File: config.mk
export PLATFORM = sky130hd
export DESIGN_NAME = acr_top
export DESIGN_NICKNAME = d
export VERILOG_FILES = /design/src/rtl/acr_pkg.sv /design/src/rtl/acr_validate.sv /design/src/rtl/acr_store.sv /design/src/rtl/acr_rate.sv /design/src/rtl/acr_readmux.sv /design/src/rtl/acr_top.sv
export SDC_FILE = /design/constraint.sdc
export NUM_CORES = 1
export LEC_CHECK = 0
export BUFFER_PORTS_ARGS = -buffer_cell sky130_fd_sc_hd__buf_2
export CORE_MARGIN = 3
export CORE_UTILIZATION = 50
export CTS_CLUSTER_SIZE = 10
export DETAILED_ROUTE_END_ITERATION = 10
export PLACE_DENSITY = 0.8
export SETUP_SLACK_MARGIN = 0.1
export SYNTH_ARGS = -nofsm -noshare
export SYNTH_HDL_FRONTEND = slang
export SYNTH_HIERARCHICAL = 1
export SYNTH_SLANG_ARGS = --single-unit
export TNS_END_PERCENT = 5
File: constraint.sdc
create_clock -name clk -period 2.5 [get_ports clk]
set_input_delay 0 -clock clk [delete_from_list [all_inputs] [get_ports clk]]
set_output_delay 0 -clock clk [all_outputs]
set_load 0.02 [all_outputs]
File: src/rtl/acr_pkg.sv
package acr_pkg;

    localparam int DW = 8;
    localparam int AW = 8;

    // Register addresses
    localparam logic [AW-1:0] A_CHIP_ID  = 8'h00;
    localparam logic [AW-1:0] A_SMP_BASE = 8'h02;
    localparam logic [AW-1:0] A_ACC_CFG  = 8'h10;
    localparam logic [AW-1:0] A_RANGE    = 8'h11;
    localparam logic [AW-1:0] A_POWER    = 8'h12;
    localparam logic [AW-1:0] A_NVCFG    = 8'h13;
    localparam logic [AW-1:0] A_LATCH    = 8'h14;
    localparam logic [AW-1:0] A_INT1IO   = 8'h15;
    localparam logic [AW-1:0] A_INTMAP   = 8'h16;
    localparam logic [AW-1:0] A_OFF_BASE = 8'h18;

    localparam int NAXIS       = 3;
    localparam int RATE_CW     = 4;
    localparam int RANGE_CW    = 2;
    localparam int NV_W        = 4;
    localparam int PWR_EN_BIT  = 2;
    localparam logic [3:0] ACC_CFG_TAG = 4'hA;
    localparam logic [RATE_CW-1:0] RATE_RESET = 4'd8;

    typedef enum logic [3:0] {
        TGT_NONE,
        TGT_ACC,
        TGT_RANGE,
        TGT_POWER,
        TGT_NV,
        TGT_LATCH,
        TGT_INT1,
        TGT_MAP,
        TGT_OFFX,
        TGT_OFFY,
        TGT_OFFZ
    } acr_tgt_e;

    typedef enum logic [2:0] {
        ST_IDLE,
        ST_WR_OK,
        ST_WR_REJ,
        ST_RD_OK,
        ST_RD_MISS
    } acr_state_e;

    typedef struct packed {
        logic                       accel_en;
        logic [RANGE_CW-1:0]        range_code;
        logic [RATE_CW-1:0]         rate_code;
        logic [NAXIS-1:0][DW-1:0]   offset;
        logic [NV_W-1:0]            nv;
        logic                       latched;
        logic [DW-1:0]              int1_io;
        logic [DW-1:0]              int_map;
    } acr_cfg_t;

endpackage

File: src/rtl/acr_validate.sv
module acr_validate
    import acr_pkg::*;
#(
    parameter int BIDX_W = 4
) (
    input  logic [AW-1:0]     addr,
    input  logic [DW-1:0]     wdata,
    input  logic [BIDX_W-1:0] bidx,
    output logic              wr_ok,
    output acr_tgt_e          tgt
);

    acr_tgt_e decoded;
    logic     value_ok;

    always_comb begin
        decoded  = TGT_NONE;
        value_ok = 1'b0;
        unique case (addr)
            A_ACC_CFG: begin
                decoded  = TGT_ACC;
                value_ok = (wdata[7:4] == ACC_CFG_TAG);
            end
            A_RANGE: begin
                decoded  = TGT_RANGE;
                value_ok = (wdata[DW-1:RANGE_CW] == '0);
            end
            A_POWER: begin
                decoded  = TGT_POWER;
                value_ok = ((wdata & ~(DW'(1) << PWR_EN_BIT)) == '0);
            end
            A_NVCFG: begin
                decoded  = TGT_NV;
                value_ok = (wdata[DW-1:NV_W] == '0);
            end
            A_LATCH: begin
                decoded  = TGT_LATCH;
                value_ok = (wdata[DW-1:1] == '0);
            end
            A_INT1IO: begin
                decoded  = TGT_INT1;
                value_ok = 1'b1;
            end
            A_INTMAP: begin
                decoded  = TGT_MAP;
                value_ok = 1'b1;
            end
            A_OFF_BASE: begin
                decoded  = TGT_OFFX;
                value_ok = 1'b1;
            end
            A_OFF_BASE + 8'd1: begin
                decoded  = TGT_OFFY;
                value_ok = 1'b1;
            end
            A_OFF_BASE + 8'd2: begin
                decoded  = TGT_OFFZ;
                value_ok = 1'b1;
            end
            default: begin
                decoded  = TGT_NONE;
                value_ok = 1'b0;
            end
        endcase
    end

    // Multi-byte writes are never accepted
    assign wr_ok = value_ok && (bidx == '0);
    assign tgt   = wr_ok ? decoded : TGT_NONE;

endmodule

File: src/rtl/acr_store.sv
module acr_store
    import acr_pkg::*;
(
    input  logic     clk,
    input  logic     rst_n,
    input  logic     commit,
    input  acr_tgt_e tgt,
    input  logic [DW-1:0] wdata,
    output acr_cfg_t cfg_q
);

    always_ff @(posedge clk or negedge rst_n) begin
        if (!rst_n) begin
            cfg_q.accel_en   <= 1'b0;
            cfg_q.range_code <= '0;
            cfg_q.rate_code  <= RATE_RESET;
            cfg_q.offset     <= '0;
            cfg_q.nv         <= '0;
            cfg_q.latched    <= 1'b0;
            cfg_q.int1_io    <= '0;
            cfg_q.int_map    <= '0;
        end else if (commit) begin
            unique case (tgt)
                TGT_ACC:   cfg_q.rate_code  <= wdata[RATE_CW-1:0];
                TGT_RANGE: cfg_q.range_code <= wdata[RANGE_CW-1:0];
                TGT_POWER: cfg_q.accel_en   <= wdata[PWR_EN_BIT];
                TGT_NV:    cfg_q.nv         <= wdata[NV_W-1:0];
                TGT_LATCH: cfg_q.latched    <= wdata[0];
                TGT_INT1:  cfg_q.int1_io    <= wdata;
                TGT_MAP:   cfg_q.int_map    <= wdata;
                TGT_OFFX:  cfg_q.offset[0]  <= wdata;
                TGT_OFFY:  cfg_q.offset[1]  <= wdata;
                TGT_OFFZ:  cfg_q.offset[2]  <= wdata;
                default:   ;
            endcase
        end
    end

endmodule

File: src/rtl/acr_rate.sv
module acr_rate
    import acr_pkg::*;
#(
    parameter int RATE_W        = 21,
    parameter int RATE_TOP_MHZ  = 1600000,
    parameter int RATE_CODE_MAX = 12
) (
    input  logic [RATE_CW-1:0] code,
    output logic [RATE_W-1:0]  mhz
);

    // Each code below the top halves the rate; reserved codes decode to 0
    always_comb begin
        mhz = '0;
        for (int i = 1; i <= RATE_CODE_MAX; i++) begin
            if (code == RATE_CW'(i))
                mhz = RATE_W'(RATE_TOP_MHZ >> (RATE_CODE_MAX - i));
        end
    end

endmodule

File: src/rtl/acr_readmux.sv
module acr_readmux
    import acr_pkg::*;
#(
    parameter int SMP_W = 12,
    parameter logic [DW-1:0] CHIP_ID = 8'h12
) (
    input  logic [AW-1:0]               eff_addr,
    input  acr_cfg_t                    cfg_q,
    input  logic [NAXIS-1:0][SMP_W-1:0] smp,
    output logic [DW-1:0]               rbyte,
    output logic                        hit
);

    localparam int LO_BITS = SMP_W - DW;

    logic [NAXIS-1:0][DW-1:0] smp_lo;
    logic [NAXIS-1:0][DW-1:0] smp_hi;

    for (genvar a = 0; a < NAXIS; a++) begin : g_pack
        assign smp_lo[a] = {smp[a][LO_BITS-1:0], {(DW-LO_BITS){1'b0}}};
        assign smp_hi[a] = smp[a][SMP_W-1:LO_BITS];
    end

    always_comb begin
        rbyte = '0;
        hit   = 1'b1;
        unique case (eff_addr)
            A_CHIP_ID:  rbyte = CHIP_ID;
            A_ACC_CFG:  rbyte = {ACC_CFG_TAG, cfg_q.rate_code};
            A_RANGE:    rbyte = DW'(cfg_q.range_code);
            A_POWER:    rbyte = DW'(cfg_q.accel_en) << PWR_EN_BIT;
            A_NVCFG:    rbyte = DW'(cfg_q.nv);
            A_LATCH:    rbyte = DW'(cfg_q.latched);
            A_INT1IO:   rbyte = cfg_q.int1_io;
            A_INTMAP:   rbyte = cfg_q.int_map;
            default: begin
                hit = 1'b0;
                for (int a = 0; a < NAXIS; a++) begin
                    if (eff_addr == A_SMP_BASE + AW'(2 * a)) begin
                        rbyte = smp_lo[a];
                        hit   = 1'b1;
                    end
                    if (eff_addr == A_SMP_BASE + AW'(2 * a + 1)) begin
                        rbyte = smp_hi[a];
                        hit   = 1'b1;
                    end
                    if (eff_addr == A_OFF_BASE + AW'(a)) begin
                        rbyte = cfg_q.offset[a];
                        hit   = 1'b1;
                    end
                end
            end
        endcase
    end

endmodule

File: src/rtl/acr_top.sv
module acr_top
    import acr_pkg::*;
#(
    parameter int BIDX_W        = 4,
    parameter int SMP_W         = 12,
    parameter int RANGE_G_W     = 5,
    parameter int RATE_W        = 21,
    parameter int RATE_TOP_MHZ  = 1600000,
    parameter int RATE_CODE_MAX = 12,
    parameter logic [7:0] CHIP_ID = 8'h12
) (
    input  logic              clk,
    input  logic              rst_n,
    input  logic [7:0]        acc_addr,
    input  logic [7:0]        acc_wdata,
    input  logic              acc_wr,
    input  logic              acc_rd,
    input  logic [BIDX_W-1:0] acc_bidx,
    output logic [7:0]        acc_rdata,
    output logic              acc_err,
    input  logic [SMP_W-1:0]  smp_x,
    input  logic [SMP_W-1:0]  smp_y,
    input  logic [SMP_W-1:0]  smp_z,
    output logic              cfg_accel_en,
    output logic [1:0]        cfg_range_code,
    output logic [RANGE_G_W-1:0] cfg_range_g,
    output logic [3:0]        cfg_rate_code,
    output logic [RATE_W-1:0] cfg_rate_mhz,
    output logic [7:0]        cfg_off_x,
    output logic [7:0]        cfg_off_y,
    output logic [7:0]        cfg_off_z,
    output logic [3:0]        cfg_nv,
    output logic              cfg_int_latched,
    output logic [7:0]        cfg_int1_io,
    output logic [7:0]        cfg_int_map
);

    acr_state_e state_q, state_d;
    acr_cfg_t   cfg_q;
    acr_tgt_e   tgt;
    logic       wr_ok;
    logic       commit;
    logic       rd_hit;
    logic [DW-1:0] rbyte;
    logic [AW-1:0] eff_addr;
    logic [NAXIS-1:0][SMP_W-1:0] smp;

    assign smp      = {smp_z, smp_y, smp_x};
    assign eff_addr = acc_addr + AW'(acc_bidx);
    assign commit   = acc_wr && wr_ok;

    acr_validate #(.BIDX_W(BIDX_W)) u_validate (
        .addr  (acc_addr),
        .wdata (acc_wdata),
        .bidx  (acc_bidx),
        .wr_ok (wr_ok),
        .tgt   (tgt)
    );

    acr_store u_store (
        .clk    (clk),
        .rst_n  (rst_n),
        .commit (commit),
        .tgt    (tgt),
        .wdata  (acc_wdata),
        .cfg_q  (cfg_q)
    );

    acr_readmux #(.SMP_W(SMP_W), .CHIP_ID(CHIP_ID)) u_readmux (
        .eff_addr (eff_addr),
        .cfg_q    (cfg_q),
        .smp      (smp),
        .rbyte    (rbyte),
        .hit      (rd_hit)
    );

    acr_rate #(
        .RATE_W        (RATE_W),
        .RATE_TOP_MHZ  (RATE_TOP_MHZ),
        .RATE_CODE_MAX (RATE_CODE_MAX)
    ) u_rate (
        .code (cfg_q.rate_code),
        .mhz  (cfg_rate_mhz)
    );

    // Outcome state machine: next state
    always_comb begin
        state_d = ST_IDLE;
        if (acc_wr)
            state_d = wr_ok ? ST_WR_OK : ST_WR_REJ;
        else if (acc_rd)
            state_d = rd_hit ? ST_RD_OK : ST_RD_MISS;
    end

    // State register
    always_ff @(posedge clk or negedge rst_n) begin
        if (!rst_n) state_q <= ST_IDLE;
        else        state_q <= state_d;
    end

    // Read data register
    always_ff @(posedge clk or negedge rst_n) begin
        if (!rst_n)
            acc_rdata <= '0;
        else if (acc_rd && !acc_wr)
            acc_rdata <= rd_hit ? rbyte : '0;
    end

    // Outputs from state
    always_comb begin
        unique case (state_q)
            ST_WR_REJ, ST_RD_MISS: acc_err = 1'b1;
            ST_IDLE, ST_WR_OK, ST_RD_OK: acc_err = 1'b0;
            default: acc_err = 1'b0;
        endcase
    end

    assign cfg_accel_en    = cfg_q.accel_en;
    assign cfg_range_code  = cfg_q.range_code;
    assign cfg_range_g     = RANGE_G_W'(2) << cfg_q.range_code;
    assign cfg_rate_code   = cfg_q.rate_code;
    assign cfg_off_x       = cfg_q.offset[0];
    assign cfg_off_y       = cfg_q.offset[1];
    assign cfg_off_z       = cfg_q.offset[2];
    assign cfg_nv          = cfg_q.nv;
    assign cfg_int_latched = cfg_q.latched;
    assign cfg_int1_io     = cfg_q.int1_io;
    assign cfg_int_map     = cfg_q.int_map;

    AST_ERR_NEEDS_ACCESS: assert property (@(posedge clk) disable iff (!rst_n)
        acc_err |-> $past(acc_wr || acc_rd));

    AST_REJECT_KEEPS_CFG: assert property (@(posedge clk) disable iff (!rst_n)
        (state_q == ST_WR_REJ) |-> $stable(cfg_q));

    AST_BURST_WRITE_REJECT: assert property (@(posedge clk) disable iff (!rst_n)
        (acc_wr && acc_bidx != '0) |=> acc_err);

    AST_WRITE_KEEPS_RDATA: assert property (@(posedge clk) disable iff (!rst_n)
        acc_wr |=> $stable(acc_rdata));

    AST_CHIP_ID_READ: assert property (@(posedge clk) disable iff (!rst_n)
        (acc_rd && !acc_wr && (acc_addr + AW'(acc_bidx)) == A_CHIP_ID)
        |=> (acc_rdata == CHIP_ID));

endmodule

==> metrics.md <==
| Metric | Value |
|---|---|
| Num ports | `147` |
| Max Slew Vio Count | `0` |
| R2R setup slack | `720 ps` |
| Die X | `102 µm` |
| Run status | `complete, but fails checks` |
| Commonest cells after routing, fill and taps aside | `buf_2 (143), buf_4 (92), dfrtp_1 (62)` |
| Routed len/inst | `20.4 µm` |
| Die area | `10,500 µm²` |
| Cells after Synth | `491` |
| Filler Cells Inserted | `650` |
| First-pass DRT Iterations | `7` |
| Met3 Usage GRT | `5.39%` |
| Dpl cell area | `6120 µm²` |
| Post-route DRC | `0` |
| Prevailing post-synth register cell | `dfrtp_1` |
| Crit path launch type | `input pin` |
| H-tree levels | `3` |
| Met2 usage | `51.1%` |
| GR Util All Layers | `31.8%` |
| Syn Std Cell Area | `4650 µm²` |
| Distinct cell type count after synthesis | `79` |
| Hold Path Class | `input pin to flip-flop` |
| Core ar. | `8890 µm²` |
| Post-route ant nets | `0` |
| Min-Delay Path Depth | `2` |
| Peak supply drop | `0.549 mV` |
| Post-synth EDFFs | `0` |
| Final setup violation count | `8` |
| Number of global-route vias before repair | `4,879` |
| Flops & latches, synth | `63` |
| Worst reg-to-reg path cell count | `6` |
| GRT busiest layer | `met2` |
| Clock sinks | `63` |
| Area grow syn2layout | `43.0%` |
| Post-route setup TNS | `-817 ps` |
| Yosys warns | `6` |
| Routed wire length | `17,000 µm` |
| Antenna violations before repair | `0` |
| Crit-path max FO | `12` |
| Most common cell after layout, fill and taps aside | `buf_2` |
| Num CTS Buffers | `9` |
| LEAKAGE | `0.00337 µW` |
| Register area | `1580 µm²` |
| Crit path kind | `input pin to flip-flop` |
| Clk_lat worst skew | `340 ps` |
| Grt ovf | `0` |
| CTS Root Cell | `clkbuf_8` |
| Largest net degree at the start of global routing | `43` |
| Maxcap violations | `0` |
| # rows | `34` |
| Crit end category | `flip-flop` |
| NumNets Final | `785` |
| Synth async-reset ratio | `100%` |
| First-pass GRT wire length | `25,700 µm` |
| Slew headroom | `49.9%` |
| CTS tree | `done` |
| Worst Clk Skew | `9.96 ps` |
| Met1 GRT Util | `42.4%` |
| Multi-input gate area | `3070 µm²` |
| IO Port Bufs | `145` |
| Chip height | `102 µm` |
| CTS Buffer Depth | `2` |
| Final worst slack | `-156 ps` |
| Highest clock rate | `377 MHz` |
| Reg clk slew, reported paths | `70 ps` |
| Iteration-0 DRC Markers | `572` |
| Measured slew at the worst slew-check pin | `751 ps` |
| Fraction of final layout cells sized beyond drive strength 1 | `51.6%` |
| Final period util | `106%` |
| Fin area | `6650 µm²` |
| Final hold slack | `25.9 ps` |
| Failing checks | `setup timing` |
| Pwr dens | `428 nW/µm²` |
| Syn nets | `556` |
| Antenna cells | `0` |
| Post-DP HPWL | `12,900 µm` |
| Starting Density | `52.4%` |
| Sequential area share after synthesis | `33.9%` |
| Vias | `5,100` |
| Routability congestion estimate | `1.07` |
| Fin crit period | `2660 ps` |
| WP data required | `2700 ps` |
| CP Data Arrival Time | `2860 ps` |
| Post-synthesis area per instance | `9.48 µm²` |
| RSZ-0062 raised after global routing | `yes` |
| Drt via density | `6.12` |
| Final Hold Viols | `0` |
==> metrics by stage <==
step	cells	setup slack [ps]	power, µW	utilization [%]
2_1_floorplan	491	-329	1330	-
3_3_place_gp	808	-543	1650	68.8
3_5_place_dp	808	-615	1660	68.8
4_1_cts	831	-132	2830	73.9
5_1_grt	833	-238	2960	74.8
6_report	833	-156	2850	74.8
==> state kept, by name, indices dropped and copies added, names as in the netlist <==
name / cells
u_store/cfg_q: 52
acc_rdata: 8
state_q: 3
==> layout make-up <==
class                      instances  share of cell area (%)
clock buffer                      10                    2.07
clock inverter                     6                    1.73
inverter                           8                   0.451
multi-input combinational        391                    46.2
sequential                        63                    23.7
tap                              108                    2.03
timing repair buffer             247                    23.8
==> power by group <==
group	internal (µW)	leakage, µW	switching [µW]
combinational	296	0.00237	402
sequential	1020	0.000874	1.23
clock	695	0.000123	435
==> what timing repair did <==
action                                  in CTS  in global routing
gates cloned                                 1                  0
endpoints found under the setup margin      28                 55
resized for setup                           36                 18
pin swaps                                   17                 11
endpoints found under the hold margin       65                  0
buffers inserted                             3                  2
hold buffers                                 3                  0
==> layer usage <==
layer	part of all wire [%]	vias up
met5	0	-
li1	-	2306
met4	3.3	0
met2	47	333
met3	9.0	54
met1	40	2407
==> synth_stat cells (3+ instances only) <==
master,number,area share [%]
a211oi_1,4,0.65
a31oi_1,3,0.40
nor4_1,6,0.81
nand2b_1,17,2.3
mux2_2,46,11
a221oi_1,4,0.75
nor2_2,4,0.54
o21a_1,3,0.48
and2_1,4,0.54
a2111oi_0,3,0.56
clkbuf_1,11,0.89
o32ai_1,5,0.94
nor3_1,19,2.0
nor2_1,20,1.6
dfrtp_1,62,33
buf_6,7,1.7
inv_1,8,0.65
ha_1,4,1.1
nor3b_2,3,0.81
nand3_1,11,1.2
o21ai_0,32,3.4
mux2i_1,6,1.3
a22o_1,6,1.1
o22ai_1,7,0.94
or3_1,4,0.54
a221o_1,3,0.65
and3_1,5,0.67
or2b_1,3,0.48
xor2_1,7,1.3
a22oi_1,9,1.5
o211ai_1,4,0.65
o21ai_1,3,0.32
or4_1,3,0.48
buf_2,6,0.65
mux2_4,8,2.6
xnor2_1,3,0.56
a21oi_1,25,2.7
nor2b_1,11,1.5
nand2_1,45,3.6
or2_2,4,0.54
buf_4,3,0.48
==> final timing paths <==
path,endpoint,start
setup / recovery,acc_rdata[4]$_DFFE_PN0P_,acc_addr[0]
hold / removal,u_store/cfg_q[28]$_DFFE_PN0P_,acc_wdata[7]
setup reg to reg,acc_rdata[3]$_DFFE_PN0P_,u_store/cfg_q[48]$_DFFE_PN1P_
hold reg to reg,acc_rdata[3]$_DFFE_PN0P_,acc_rdata[3]$_DFFE_PN0P_
max in group asynchronous,u_store/cfg_q[8]$_DFFE_PN0P_,rst_n
min in group asynchronous,acc_rdata[4]$_DFFE_PN0P_,rst_n
==> critical path, stage by stage <==
cell and delay (ps):
buf_8 100, ha_4 150, fa_2 340, a21o_1 210, a21oi_2 180, xnor2_2 120, buf_4 160, or4_4 520
buf_12 170, a2111oi_0 360, a211oi_1 110, a21oi_1 210, o21bai_1 100, nand2_1 70, o21ai_1 60
==> cell families (layout without fill, tap and decap cells) <==
kind of cell	after synthesis	after routing	synth area share, %
AO/OA/AOI/OAI	133	133	20.1
XOR/XNOR	10	10	1.88
adder cells (fa/ha/maj)	5	5	1.51
buffers and inverters	38	271	4.84
flip-flops	63	63	33.9
multiplexers	60	60	15.0
other	1	1	0.0806
AND/OR/NAND/NOR	181	182	22.7
(Power assumes the default switching activity.)
